### src/rtl/cyc_timer_pkg.sv
package cyc_timer_pkg;

    localparam int unsigned CNT_W  = 16;
    localparam int unsigned ADDR_W = 16;
    localparam int unsigned DATA_W = 8;

    typedef struct packed {
        logic load;
        logic ctrl;
    } wr_sel_t;

    typedef enum logic {
        BYTE_HI = 1'b0,
        BYTE_LO = 1'b1
    } byte_sel_e;

    function automatic wr_sel_t decode_wr(
        input logic              en,
        input logic [ADDR_W-1:0] addr,
        input logic [ADDR_W-1:0] mask,
        input logic [ADDR_W-1:0] load_addr,
        input logic [ADDR_W-1:0] ctrl_addr
    );
        wr_sel_t s;
        s.load = en && ((addr & mask) == load_addr);
        s.ctrl = en && ((addr & mask) == ctrl_addr);
        return s;
    endfunction

endpackage

### src/rtl/cyc_wr_decode.sv
module cyc_wr_decode
    import cyc_timer_pkg::*;
#(
    parameter int unsigned            AW        = ADDR_W,
    parameter logic [AW-1:0]          DEC_MASK  = 16'hF800,
    parameter logic [AW-1:0]          LOAD_ADDR = 16'hC800,
    parameter logic [AW-1:0]          CTRL_ADDR = 16'hD800
) (
    input  logic          wr_en,
    input  logic [AW-1:0] wr_addr,
    output wr_sel_t       sel
);
    always_comb begin
        sel = decode_wr(wr_en, wr_addr, DEC_MASK, LOAD_ADDR, CTRL_ADDR);
    end
endmodule

### src/rtl/cyc_count_core.sv
module cyc_count_core
    import cyc_timer_pkg::*;
#(
    parameter int unsigned CW = CNT_W,
    parameter int unsigned DW = DATA_W
) (
    input  logic          clk,
    input  logic          rst,
    input  logic          run,
    input  logic          load_wr,
    input  logic          ctrl_wr,
    input  logic [DW-1:0] data,
    output logic [CW-1:0] count,
    output logic          wrap
);
    localparam logic [CW-1:0] ZERO = '0;
    localparam logic [CW-1:0] ONE  = CW'(1);

    byte_sel_e      tgl;
    logic [CW-1:0]  cnt_nx;

    assign wrap = run && !load_wr && (count == ZERO);

    always_comb begin
        cnt_nx = count;
        if (load_wr) begin
            if (tgl == BYTE_HI) cnt_nx[CW-1 -: DW] = data;
            else                cnt_nx[DW-1:0]     = data;
        end else if (run) begin
            cnt_nx = count - ONE;
        end
    end

    always_ff @(posedge clk) begin
        if (rst) begin
            count <= ZERO;
            tgl   <= BYTE_HI;
        end else begin
            count <= cnt_nx;
            if (ctrl_wr)      tgl <= BYTE_HI;
            else if (load_wr) tgl <= (tgl == BYTE_HI) ? BYTE_LO : BYTE_HI;
        end
    end

    assert_hi_byte_R3: assert property (@(posedge clk) disable iff (rst)
        (load_wr && tgl == BYTE_HI) |=> (count[CW-1 -: DW] == $past(data)) && (tgl == BYTE_LO));
    assert_lo_byte_R3: assert property (@(posedge clk) disable iff (rst)
        (load_wr && tgl == BYTE_LO) |=> (count[DW-1:0] == $past(data)) && (tgl == BYTE_HI));
    assert_load_keeps_other_R4: assert property (@(posedge clk) disable iff (rst)
        (load_wr && tgl == BYTE_HI) |=> count[DW-1:0] == $past(count[DW-1:0]));
    assert_step_R6: assert property (@(posedge clk) disable iff (rst)
        (run && !load_wr) |=> count == $past(count) - ONE);
    assert_hold_R5: assert property (@(posedge clk) disable iff (rst)
        (!run && !load_wr) |=> $stable(count));
    assert_toggle_rearm_R9: assert property (@(posedge clk) disable iff (rst)
        ctrl_wr |=> tgl == BYTE_HI);
endmodule

### src/rtl/cyc_irq_ctrl.sv
module cyc_irq_ctrl
    import cyc_timer_pkg::*;
#(
    parameter int unsigned DW      = DATA_W,
    parameter int unsigned RUN_BIT = 4
) (
    input  logic          clk,
    input  logic          rst,
    input  logic          ctrl_wr,
    input  logic [DW-1:0] data,
    input  logic          wrap,
    output logic          run,
    output logic          irq
);
    always_ff @(posedge clk) begin
        if (rst) begin
            run <= 1'b0;
            irq <= 1'b0;
        end else if (ctrl_wr) begin
            run <= data[RUN_BIT];
            irq <= 1'b0;
        end else if (wrap) begin
            run <= 1'b0;
            irq <= 1'b1;
        end
    end

    assert_fire_R7: assert property (@(posedge clk) disable iff (rst)
        (wrap && !ctrl_wr) |=> irq && !run);
    assert_hold_irq_R8: assert property (@(posedge clk) disable iff (rst)
        (irq && !ctrl_wr) |=> irq);
    assert_ack_R9: assert property (@(posedge clk) disable iff (rst)
        ctrl_wr |=> !irq);
    assert_ctrl_wins_R11: assert property (@(posedge clk) disable iff (rst)
        (ctrl_wr && wrap) |=> (run == $past(data[RUN_BIT])) && !irq);
    assert_no_spurious_R2: assert property (@(posedge clk) disable iff (rst)
        (!irq && !wrap) |=> !irq);
endmodule

### src/rtl/cyc_irq_timer.sv
module cyc_irq_timer
    import cyc_timer_pkg::*;
#(
    parameter int unsigned       AW        = ADDR_W,
    parameter int unsigned       DW        = DATA_W,
    parameter int unsigned       CW        = CNT_W,
    parameter int unsigned       RUN_BIT   = 4,
    parameter logic [AW-1:0]     DEC_MASK  = 16'hF800,
    parameter logic [AW-1:0]     LOAD_ADDR = 16'hC800,
    parameter logic [AW-1:0]     CTRL_ADDR = 16'hD800
) (
    input  logic          clk,
    input  logic          rst,
    input  logic          wr_en,
    input  logic [AW-1:0] wr_addr,
    input  logic [DW-1:0] wr_data,
    output logic          irq,
    output logic [CW-1:0] count
);
    wr_sel_t sel;
    logic    run;
    logic    wrap;

    cyc_wr_decode #(
        .AW(AW), .DEC_MASK(DEC_MASK), .LOAD_ADDR(LOAD_ADDR), .CTRL_ADDR(CTRL_ADDR)
    ) u_dec (
        .wr_en(wr_en), .wr_addr(wr_addr), .sel(sel)
    );

    cyc_count_core #(.CW(CW), .DW(DW)) u_core (
        .clk(clk), .rst(rst), .run(run), .load_wr(sel.load), .ctrl_wr(sel.ctrl),
        .data(wr_data), .count(count), .wrap(wrap)
    );

    cyc_irq_ctrl #(.DW(DW), .RUN_BIT(RUN_BIT)) u_irq (
        .clk(clk), .rst(rst), .ctrl_wr(sel.ctrl), .data(wr_data), .wrap(wrap),
        .run(run), .irq(irq)
    );

    assert_one_target_R2: assert property (@(posedge clk) disable iff (rst)
        $onehot0({sel.load, sel.ctrl}));
    assert_reset_R1: assert property (@(posedge clk)
        $past(rst) |-> (count == '0) && !irq);
endmodule

### config.mk
export PLATFORM = sky130hd
export DESIGN_NAME = cyc_irq_timer
export DESIGN_NICKNAME = d
export VERILOG_FILES = /design/src/rtl/cyc_timer_pkg.sv /design/src/rtl/cyc_wr_decode.sv /design/src/rtl/cyc_count_core.sv /design/src/rtl/cyc_irq_ctrl.sv /design/src/rtl/cyc_irq_timer.sv
export SDC_FILE = /design/constraint.sdc
export NUM_CORES = 1
export LEC_CHECK = 0
export ABC_AREA = 1
export BUFFER_PORTS_ARGS = -buffer_cell sky130_fd_sc_hd__buf_2
export CAP_MARGIN = 20
export CELL_PAD_IN_SITES_DETAIL_PLACEMENT = 0
export CELL_PAD_IN_SITES_GLOBAL_PLACEMENT = 1
export CORE_MARGIN = 2
export CORE_UTILIZATION = 33
export DETAILED_ROUTE_END_ITERATION = 7
export PLACE_DENSITY_LB_ADDON = 0.1
export SLEW_MARGIN = 20
export SYNTH_ARGS = -nofsm -noshare
export SYNTH_HDL_FRONTEND = slang
export SYNTH_HIERARCHICAL = 1
export SYNTH_SLANG_ARGS = --single-unit
### constraint.sdc
create_clock -name clk -period 1.9 [get_ports clk]
set_clock_uncertainty 0.05 [all_clocks]
set_input_delay 0 -clock clk [delete_from_list [all_inputs] [get_ports clk]]
set_output_delay 0 -clock clk [all_outputs]
set_load 0.01 [all_outputs]
==> reports/results.tsv, run 1 <==
metric	value	unit
yosys warns	6	
vias per inst	4.82	
worst hold path class	input port to flip-flop	
Num CTS Buffers	3	
Root Driver	clkbuf_8	
Final Hold Fails	0	
synth-to-layout area growth	21.1	%
commonest non-fill, non-tap cells in the layout	nand2_1, buf_2, inv_1	
Critical Path RT	2.02	ns
nets	270	
Cell variety after synth	29	
# IOs	44	
Crit Path Category	flip-flop to flip-flop	
R2R setup slack	0.26	ns
syn nets	234	
worst slew pin tran	0.370	ns
CP Buf/Inv Count	1	
H-tree lvl count	1	
Synth Cell Area	1290	µm²
sequential area share after synthesis	0.294	
Hold Crit Endpoint	u_core/count[5]	
Clock Pin Slew Worst Setup and Hold Paths	0.08	ns
grt total ovfl	0	
CTS tree	yes	
Post-DRT Antenna Nets	0	
Hold Startpoint	wr_data[5]	
pwr/cell area	541	nW/µm²
core area	3720	µm²
Finished Layout Cells	289	
Crit. End Element	flip-flop	
CP max stage delay	0.34	ns
Leakage	0.858	nW
crit start category	flip-flop	
largest net degree at the start of global routing	15	
DRT Wirelength	3490	µm
clock latency on the worst-skew pair	0.26	ns
# DRC	0	
chip width	66.6	µm
clk buf depth	2	
die span in y	66.6	µm
crit path cell chain	inv_1 -> ha_1 -> nand3_2 -> nor2_4 -> nand3_1 -> nor3_2 -> nor2_1 -> nand2_1 -> nand2_1	
Slew Viols, Final	0	
Fin Setup TNS	0	ns
Rows	22	
fin crit period	1.64	ns
Mapped Cells	206	
number of global-route vias before repair	1258	
TritonRoute pass-1 iters	4	
Worst Path Arrival	1.75	ns
layout cells sized above 1	0.245	
worst r2r src	u_core/count[0]	
status	completed	
CP most frequent cell	nand2_1	
commonest non-fill, non-tap cell in the layout	nand2_1	
via count	1394	
PortBufs	32	
cell with the largest stage delay on the worst path	dfxtp_1	
max_slew headroom	0.753	
RR Endpoint	u_irq/run	
Max-Cap Viols	0	
Die ar.	4430	µm²
total clock sinks	19	
RSZ-0062 raised after global routing	false	
Post-CTS Setup Inserts	0	
Worst R2R Path Depth	9	
worst hold stages	3	
max frequency	611	MHz
fillers	430	
Antenna Cells	0	
final setup vio count	0	
Initial Utilization	0.348	
number of antenna violations at the first check in global routing	0	
DR iter-0 viols	111	
Routed wire per std cell	12.1	µm
first-pass GRT wire length	5930	µm
maximum VDD drop	0.000200	V
Final Wtd Congestion	0.770	
fin crit share	0.862	
register bit total from synthesis	19	
CP delay by family, top	simple AND/OR/NAND/NOR gates	
DP HPWL	2720	µm
Cells after DPL	283	
GRT Total Usage	0.178	
largest fanout on the critical path	7	
Avg Cell Area, Syn	6.27	µm²
-- through the flow --
step	worst slack [ns]	instance area [µm²]	util	hold WS [ns]	total power, mW
after detailed placement	0.193	1500	0.402	0.202	0.559
after global routing	0.0740	1570	0.421	0.0128	0.910
final	0.262	1570	0.421	0.00311	0.847
after global placement	0.219	1500	0.402	0.204	0.561
after CTS	0.192	1560	0.420	0.00169	0.857
after floorplan	0.388	1290	-	0.0191	0.514
-- cell type report --
cell class	instances	area, µm²	area share
inverters	28	105	0.0671
clock buffers	4	45.0	0.0288
flip-flops and latches	19	380	0.243
repair buffers	36	195	0.125
multi-input cells	154	779	0.498
well taps	48	60.1	0.0384
-- power by group --
part           total [mW]  internal (mW)  switching, mW
sequential          0.412          0.404        0.00816
clock               0.294          0.149          0.145
combinational       0.142         0.0591         0.0824
total               0.847          0.612          0.235
-- tightest hold or removal path, stage by stage --
cell and delay (ns):
buf_2 0.09, a21oi_1 0.06, a21oi_1 0.13
-- flip-flops by register name (all words and copies together) (netlist names) --
signal        count
u_core/count     16
u_core/tgl        1
u_irq/run         1
u_irq/irq         1
-- repair_timing --
action,CTS,global route
gates resized for setup,0,1
setup endpoints to repair,0,1
endpoints found under the hold margin,5,0
hold buffers,2,0
-- worst max-delay path by stage --
| stage | slack (ns) | startpoint | to | depth (start not counted) |
|---|---|---|---|---|
| 4_1_cts | 0.19 | u_core/count[0] | u_irq/run | 9 |
| 3_5_place_dp | 0.19 | u_core/count[0] | u_irq/run | 9 |
| 3_3_place_gp | 0.22 | u_core/count[0] | u_irq/run | 9 |
| 6_report | 0.26 | u_core/count[0] | u_irq/run | 9 |
| 5_1_grt | 0.07 | u_core/count[0] | u_irq/run | 9 |
| 2_1_floorplan | 0.39 | u_core/count[0] | u_irq/run | 9 |
-- cells by family after synthesis --
group / count (synthesis) / share of synthesized area
XOR/XNOR: 2 / 0.0136
AO/OA/AOI/OAI: 48 / 0.205
flip-flops: 19 / 0.294
buffers and inverters: 33 / 0.106
adder cells (fa/ha/maj): 1 / 0.00968
AND/OR/NAND/NOR: 103 / 0.371
-- layer usage --
layer,share of wire,global-route usage
met3,0.053,0.0253
met4,0.0063,0.0612
met2,0.45,0.274
met5,0,0
met1,0.50,0.251
-- cells in the mapped netlist --
cell | instances | area share
nand2_1 | 53 | 0.15
inv_1 | 24 | 0.070
nand3_1 | 14 | 0.054
nor3_1 | 2 | 0.0077
o21ai_0 | 16 | 0.062
nand2_2 | 3 | 0.015
nor2_4 | 4 | 0.035
a21oi_1 | 23 | 0.089
nand4_1 | 2 | 0.0097
a31oi_1 | 2 | 0.0097
a21boi_0 | 1 | 0.0058
inv_2 | 4 | 0.012
nand3b_1 | 1 | 0.0058
nand3_2 | 1 | 0.0077
dfxtp_1 | 19 | 0.29
nor4_1 | 1 | 0.0048
ha_1 | 1 | 0.0097
buf_6 | 1 | 0.0087
o21a_1 | 1 | 0.0058
clkbuf_1 | 1 | 0.0029
buf_2 | 2 | 0.0077
nor2_1 | 15 | 0.044
xor2_1 | 2 | 0.014
o21ai_4 | 1 | 0.013
a21oi_2 | 1 | 0.0068
nor2_2 | 7 | 0.034
buf_4 | 1 | 0.0058
o21ai_1 | 2 | 0.0077
o31ai_1 | 1 | 0.0058
Note: power is estimated with default switching activity, not from simulation.
==> inputs of run 2 (changes only) <==
==> constraint.sdc (replaced) <==
create_clock -name clk -period 1.9 [get_ports clk]
set_clock_uncertainty 0.05 [all_clocks]
set_input_delay 0.38 -clock clk [delete_from_list [all_inputs] [get_ports clk]]
set_output_delay 0.38 -clock clk [all_outputs]
set_load 0.01 [all_outputs]
==> run 2 against run 1 <==
Design area up 1.8%. Global-route usage grew 0.43 points. First-iteration DRC count decreased by 12%. Critical endpoint unchanged. Largest cell class unchanged. Highest routed layer unchanged.
==> reports/results.tsv, run 2 (synthesis results as in run 1) <==
metric	value	unit	change
Leakage	0.884	nW	was 0.858 nW
commonest non-fill, non-tap cells in the layout	nand2_1, buf_2, inv_1		unchanged
fin util	0.429		was 0.421
DR iter-0 viols	98		was 111
Final Wtd Congestion	0.779		was 0.770
clk buf depth	2		unchanged
layout cells sized above 1	0.268		was 0.245
Die ar.	4430	µm²	unchanged
Slew Viols, Final	0		unchanged
RSZ-0062 raised after global routing	false		unchanged
via count	1416		was 1394
max frequency	594	MHz	was 611 MHz
Rows	22		unchanged
maximum VDD drop	0.000208	V	was 0.000200 V
final setup vio count	0		unchanged
Fin Setup TNS	0	ns	unchanged
Post-CTS Setup Inserts	0		unchanged
largest fanout on the critical path	4		was 7
Critical Path RT	2.02	ns	about the same
max_slew headroom	0.762		was 0.753
net load switching power	0.249	mW	was 0.235 mW
synth-to-layout area growth	23.3	%	was 21.1%
crit path cell chain	inv_1 -> ha_1 -> nand3_2 -> nor2_4 -> nand3_1 -> nor3_1 -> buf_4 -> nor2_1 -> nand2_1 -> nand2_1		was inv_1 -> ha_1 -> nand3_2 -> nor2_4 -> nand3_1 -> nor3_2 -> nor2_1 -> nand2_1 -> nand2_1
CTS tree	yes		unchanged
Crit. End Element	flip-flop		unchanged
number of antenna violations at the first check in global routing	0		unchanged
nets	275		was 270
Sw Ratio	0.290		was 0.277
Root Driver	clkbuf_8		unchanged
internal power	0.610	mW	was 0.612 mW
CP most frequent cell	nand2_1		unchanged
Post-DRT Antenna Nets	0		unchanged
chip width	66.6	µm	unchanged
R2R setup slack	0.22	ns	was 0.26 ns
Resized Gates After CTS	0		unchanged
clock share of power	0.355		was 0.347
core area	3720	µm²	unchanged
worst slew pin tran	0.357	ns	was 0.370 ns
Antenna Cells	0		unchanged
# IOs	44		unchanged
Post-DP Area	1550	µm²	was 1500 µm²
cell area after layout	1590	µm²	was 1570 µm²
total clock sinks	19		unchanged
Seq pwr share	0.480		was 0.486
die span in y	66.6	µm	unchanged
vias per inst	4.82		about the same
number of global-route vias before repair	1302		was 1258
fin crit period	1.68	ns	was 1.64 ns
commonest non-fill, non-tap cell in the layout	nand2_1		unchanged
Comb pwr share	0.165		was 0.167
Hold-fix buffers, CTS	0		was 2
Routed wire per std cell	12.3	µm	was 12.1 µm
max FFs per register	16		unchanged
Worst Path Arrival	1.81	ns	was 1.75 ns
crit start category	flip-flop		unchanged
grt total ovfl	0		unchanged
TritonRoute pass-1 iters	4		unchanged
clock latency on the worst-skew pair	0.27	ns	was 0.26 ns
CP max stage delay	0.34	ns	about the same
largest register by flop count	u_core/count		unchanged
fin crit share	0.886		was 0.862
Initial Utilization	0.348		unchanged
pwr/cell area	539	nW/µm²	was 541 nW/µm²
Clock Pin Slew Worst Setup and Hold Paths	0.08	ns	about the same
DP HPWL	2840	µm	was 2720 µm
Num CTS Buffers	3		unchanged
largest net degree at the start of global routing	15		unchanged
cell with the largest stage delay on the worst path	dfxtp_1		unchanged
Crit Path Category	flip-flop to flip-flop		unchanged
status	completed		unchanged
DRT Wirelength	3610	µm	was 3490 µm
Final Hold Fails	0		unchanged
worst hold path class	input port to flip-flop		unchanged
H-tree lvl count	1		unchanged
first-pass GRT wire length	6030	µm	was 5930 µm
# DRC	0		unchanged
Max-Cap Viols	0		unchanged
GRT Total Usage	0.182		was 0.178
PortBufs	32		unchanged
==> run 2: changes by cell type in the layout (fill, tap and decap cells not counted) <==
cell and change:
nor3_2 -1, dlygate4sd3_1 -2, clkinv_2 +1, buf_4 +7, clkbuf_1 -1, nor3_1 +1
==> run 2: final timing paths <==
| check | from | end | cells after the start |
|---|---|---|---|
| max | u_core/count[0] | u_irq/run | 10 |
| min | wr_data[4] | u_irq/run | 3 |
| max reg2reg | u_core/count[0] | u_irq/run | 10 |
| min reg2reg | u_irq/irq | u_irq/irq | 1 |
==> run 2: cell type report <==
class / instances / area, µm²
Fill cell: 438 / 2120
Multi-Input combinational cell: 154 / 774
Sequential cell: 19 / 380
Timing Repair Buffer: 41 / 228
Inverter: 28 / 105
Tap cell: 48 / 60.1
Clock buffer: 3 / 41.3
Clock inverter: 1 / 5.00
==> run 2: metrics by stage <==
stage | setup WS, ns | cells | hold WS [ns] | total power, mW
3_5_place_dp | 0.000953 | 290 | 0.407 | 0.564
5_1_grt | 0.0653 | 294 | 0.310 | 0.910
3_3_place_gp | -0.00957 | 290 | 0.393 | 0.564
6_report | 0.217 | 294 | 0.300 | 0.859
2_1_floorplan | 0.388 | 206 | 0.399 | 0.514
4_1_cts | 0.220 | 294 | 0.298 | 0.876
==> run 2: critical path, delay by kind of cell (launching register included) <==
kind	cells	cell delay [ns]
simple gates	7	0.69
fa+ha+maj	1	0.23
flops	1	0.34
buf+inv	2	0.27
==> run 2: per-layer routing <==
layer / up-vias / routed length (µm) / global-route usage
li1: 744 / - / -
met1: 637 / 1830 / 0.251
met2: 30 / 1600 / 0.284
met3: 5 / 119 / 0.0203
met4: 0 / 60 / 0.0791
met5: - / 0 / 0
==> run 2: power groups by stage <==
stage	clock network (mW)	logic, mW	registers, mW
finish	0.305	0.141	0.412
global route	0.331	0.166	0.413
CTS	0.321	0.143	0.412
detailed placement	0	0.143	0.422
global placement	0	0.143	0.422
floorplan	0	0.0922	0.422
==> inputs of run 3 (changes only) <==
--- a/config.mk
+++ b/config.mk
@@ -11,7 +11,7 @@
 export CELL_PAD_IN_SITES_DETAIL_PLACEMENT = 0
 export CELL_PAD_IN_SITES_GLOBAL_PLACEMENT = 1
 export CORE_MARGIN = 2
-export CORE_UTILIZATION = 33
+export CORE_UTILIZATION = 30
 export DETAILED_ROUTE_END_ITERATION = 7
 export PLACE_DENSITY_LB_ADDON = 0.1
 export SLEW_MARGIN = 20
@@ -19,3 +19,4 @@
 export SYNTH_HDL_FRONTEND = slang
 export SYNTH_HIERARCHICAL = 1
 export SYNTH_SLANG_ARGS = --single-unit
+export TNS_END_PERCENT = 1
==> run 3 against run 2 <==
Design area shrank 0.39%. Combinational power is essentially flat. Utilization shrank 4.0 points. Highest routed layer unchanged. Final cell count grew 0.34%. Flip-flop and latch count is the same. Worst hold slack gained 0.010 ns. Critical path type unchanged. Largest cell class unchanged. Setup slack gained 0.022 ns. Clock power is essentially flat. Clock-buffer cell count grew 1. Sequential power is essentially flat. Register-to-register slack gained 0.02 ns.
==> reports/results.tsv, run 3 (synthesis results as in run 1) <==
metric	value	unit	change
Final Wtd Congestion	0.768		was 0.779
crit start category	flip-flop		unchanged
TritonRoute pass-1 iters	4		unchanged
Initial Utilization	0.316		was 0.348
largest net degree at the start of global routing	14		was 15
layout cells sized above 1	0.261		was 0.268
chip width	69.6	µm	was 66.6 µm
Clock Pin Slew Worst Setup and Hold Paths	0.08	ns	about the same
Comb pwr share	0.166		was 0.165
Crit Path Category	flip-flop to flip-flop		unchanged
max frequency	602	MHz	was 594 MHz
worst hold path class	input port to flip-flop		unchanged
number of antenna violations at the first check in global routing	0		unchanged
CP most frequent cell	nand2_1		unchanged
max FFs per register	16		unchanged
Worst Path Arrival	1.78	ns	was 1.81 ns
register area	380	µm²	unchanged
fin util	0.389		was 0.429
Leakage	0.877	nW	was 0.884 nW
grt total ovfl	0		unchanged
# IOs	44		unchanged
Cells after DPL	291		was 290
RSZ-0062 raised after global routing	false		unchanged
maximum VDD drop	0.000289	V	was 0.000208 V
Finished Layout Cells	295		was 294
first-pass GRT wire length	6500	µm	was 6030 µm
H-tree lvl count	1		unchanged
Die ar.	4850	µm²	was 4430 µm²
commonest non-fill, non-tap cells in the layout	nand2_1, buf_2, inv_1		unchanged
die span in y	69.6	µm	was 66.6 µm
Antenna Cells	0		unchanged
pwr/cell area	540	nW/µm²	was 539 nW/µm²
Routed wire per std cell	12.7	µm	was 12.3 µm
# DRC	0		unchanged
crit path cell chain	inv_1 -> ha_1 -> nand3_2 -> nor2_4 -> nand3_1 -> nor3_1 -> buf_4 -> nor2_1 -> nand2_1 -> nand2_1		unchanged
DRT Wirelength	3740	µm	was 3610 µm
worst r2r src	u_core/count[0]		unchanged
CP max stage delay	0.34	ns	about the same
Critical Path RT	2.02	ns	about the same
Post-CTS Setup Inserts	0		unchanged
final setup vio count	0		unchanged
GRT Total Usage	0.168		was 0.182
number of global-route vias before repair	1339		was 1302
fillers	485		was 438
Post-DRT Antenna Nets	0		unchanged
net load switching power	0.245	mW	was 0.249 mW
Num CTS Buffers	3		unchanged
PortBufs	32		unchanged
CP delay by family, top	simple AND/OR/NAND/NOR gates		unchanged
Final Hold Fails	0		unchanged
Hold-fix buffers, CTS	0		unchanged
fin crit period	1.66	ns	was 1.68 ns
Max-Cap Viols	0		unchanged
CP startpoint	u_core/count[0]		unchanged
CP Buf/Inv Count	2		unchanged
core area	4090	µm²	was 3720 µm²
Sw Ratio	0.285		was 0.290
CTS tree	yes		unchanged
clock latency on the worst-skew pair	0.26	ns	was 0.27 ns
Resized Gates After CTS	0		unchanged
synth-to-layout area growth	22.8	%	was 23.3%
commonest non-fill, non-tap cell in the layout	nand2_1		unchanged
Design Power	0.857	mW	was 0.859 mW
internal power	0.613	mW	was 0.610 mW
Hold Startpoint	wr_data[4]		unchanged
worst slew pin tran	0.400	ns	was 0.357 ns
clk buf depth	2		unchanged
via count	1420		was 1416
cell with the largest stage delay on the worst path	dfxtp_1		unchanged
clock share of power	0.353		was 0.355
status	completed		unchanged
Slew Viols, Final	0		unchanged
Rows	23		was 22
nets	274		was 275
DP HPWL	2910	µm	was 2840 µm
largest register by flop count	u_core/count		unchanged
max_slew headroom	0.733		was 0.762
DR iter-0 viols	70		was 98
vias per inst	4.81		was 4.82
Seq pwr share	0.481		was 0.480
largest fanout on the critical path	4		unchanged
area of the multi-input gates	774	µm²	unchanged
Fin Setup TNS	0	ns	unchanged
Crit. End Element	flip-flop		unchanged
fin crit share	0.874		was 0.886
total clock sinks	19		unchanged
Root Driver	clkbuf_8		unchanged
run 3: cell count changes in the layout (fill, tap and decap cells not counted), sizes merged:
cell    change
buf         -1
clkbuf      +1
clkinv      -1
run 3: layout make-up:
| class | instances | area share |
|---|---|---|
| Multi-Input combinational cell | 154 | 0.488 |
| Sequential cell | 19 | 0.240 |
| Timing Repair Buffer | 40 | 0.139 |
| Inverter | 28 | 0.0662 |
| Tap cell | 50 | 0.0394 |
| Clock buffer | 4 | 0.0284 |
run 3: worst register-to-register path: cells and delay by family, from the launching register on:
| family | cells | cell delay [ns] |
|---|---|---|
| AND/OR/NAND/NOR | 7 | 0.68 |
| flip-flops | 1 | 0.34 |
| buffers and inverters | 2 | 0.27 |
| adder cells (fa/ha/maj) | 1 | 0.22 |
run 3: worst paths after layout:
check | cells past startpoint | slack, ns | endpoint
setup / recovery | 10 | 0.24 | u_irq/run
hold / removal | 3 | 0.31 | u_irq/run
setup reg to reg | 10 | 0.24 | u_irq/run
hold reg to reg | 1 | 0.42 | u_irq/irq
run 3: routing by layer:
layer	global-route usage	up-vias	share of wire
li1	-	749	-
met1	0.233	632	0.51
met2	0.262	34	0.44
met3	0.0363	5	0.041
met4	0.0513	0	0.013
met5	0	-	0
run 3: power by group through the flow:
stage | logic, mW | clock network, mW | registers [mW]
CTS | 0.144 | 0.315 | 0.412
floorplan | 0.0922 | 0 | 0.422
finish | 0.143 | 0.303 | 0.412
global route | 0.167 | 0.330 | 0.413
detailed placement | 0.143 | 0 | 0.422
global placement | 0.144 | 0 | 0.422
run 3: through the flow:
stage               instance area (µm²)  hold WS (ns)  setup WS [ns]
floorplan                          1290         0.399          0.388
global route                       1590         0.331         0.0713
CTS                                1590         0.308          0.234
detailed placement                 1540         0.406         0.0625
finish                             1590         0.311          0.240
global placement                   1540         0.394         0.0471
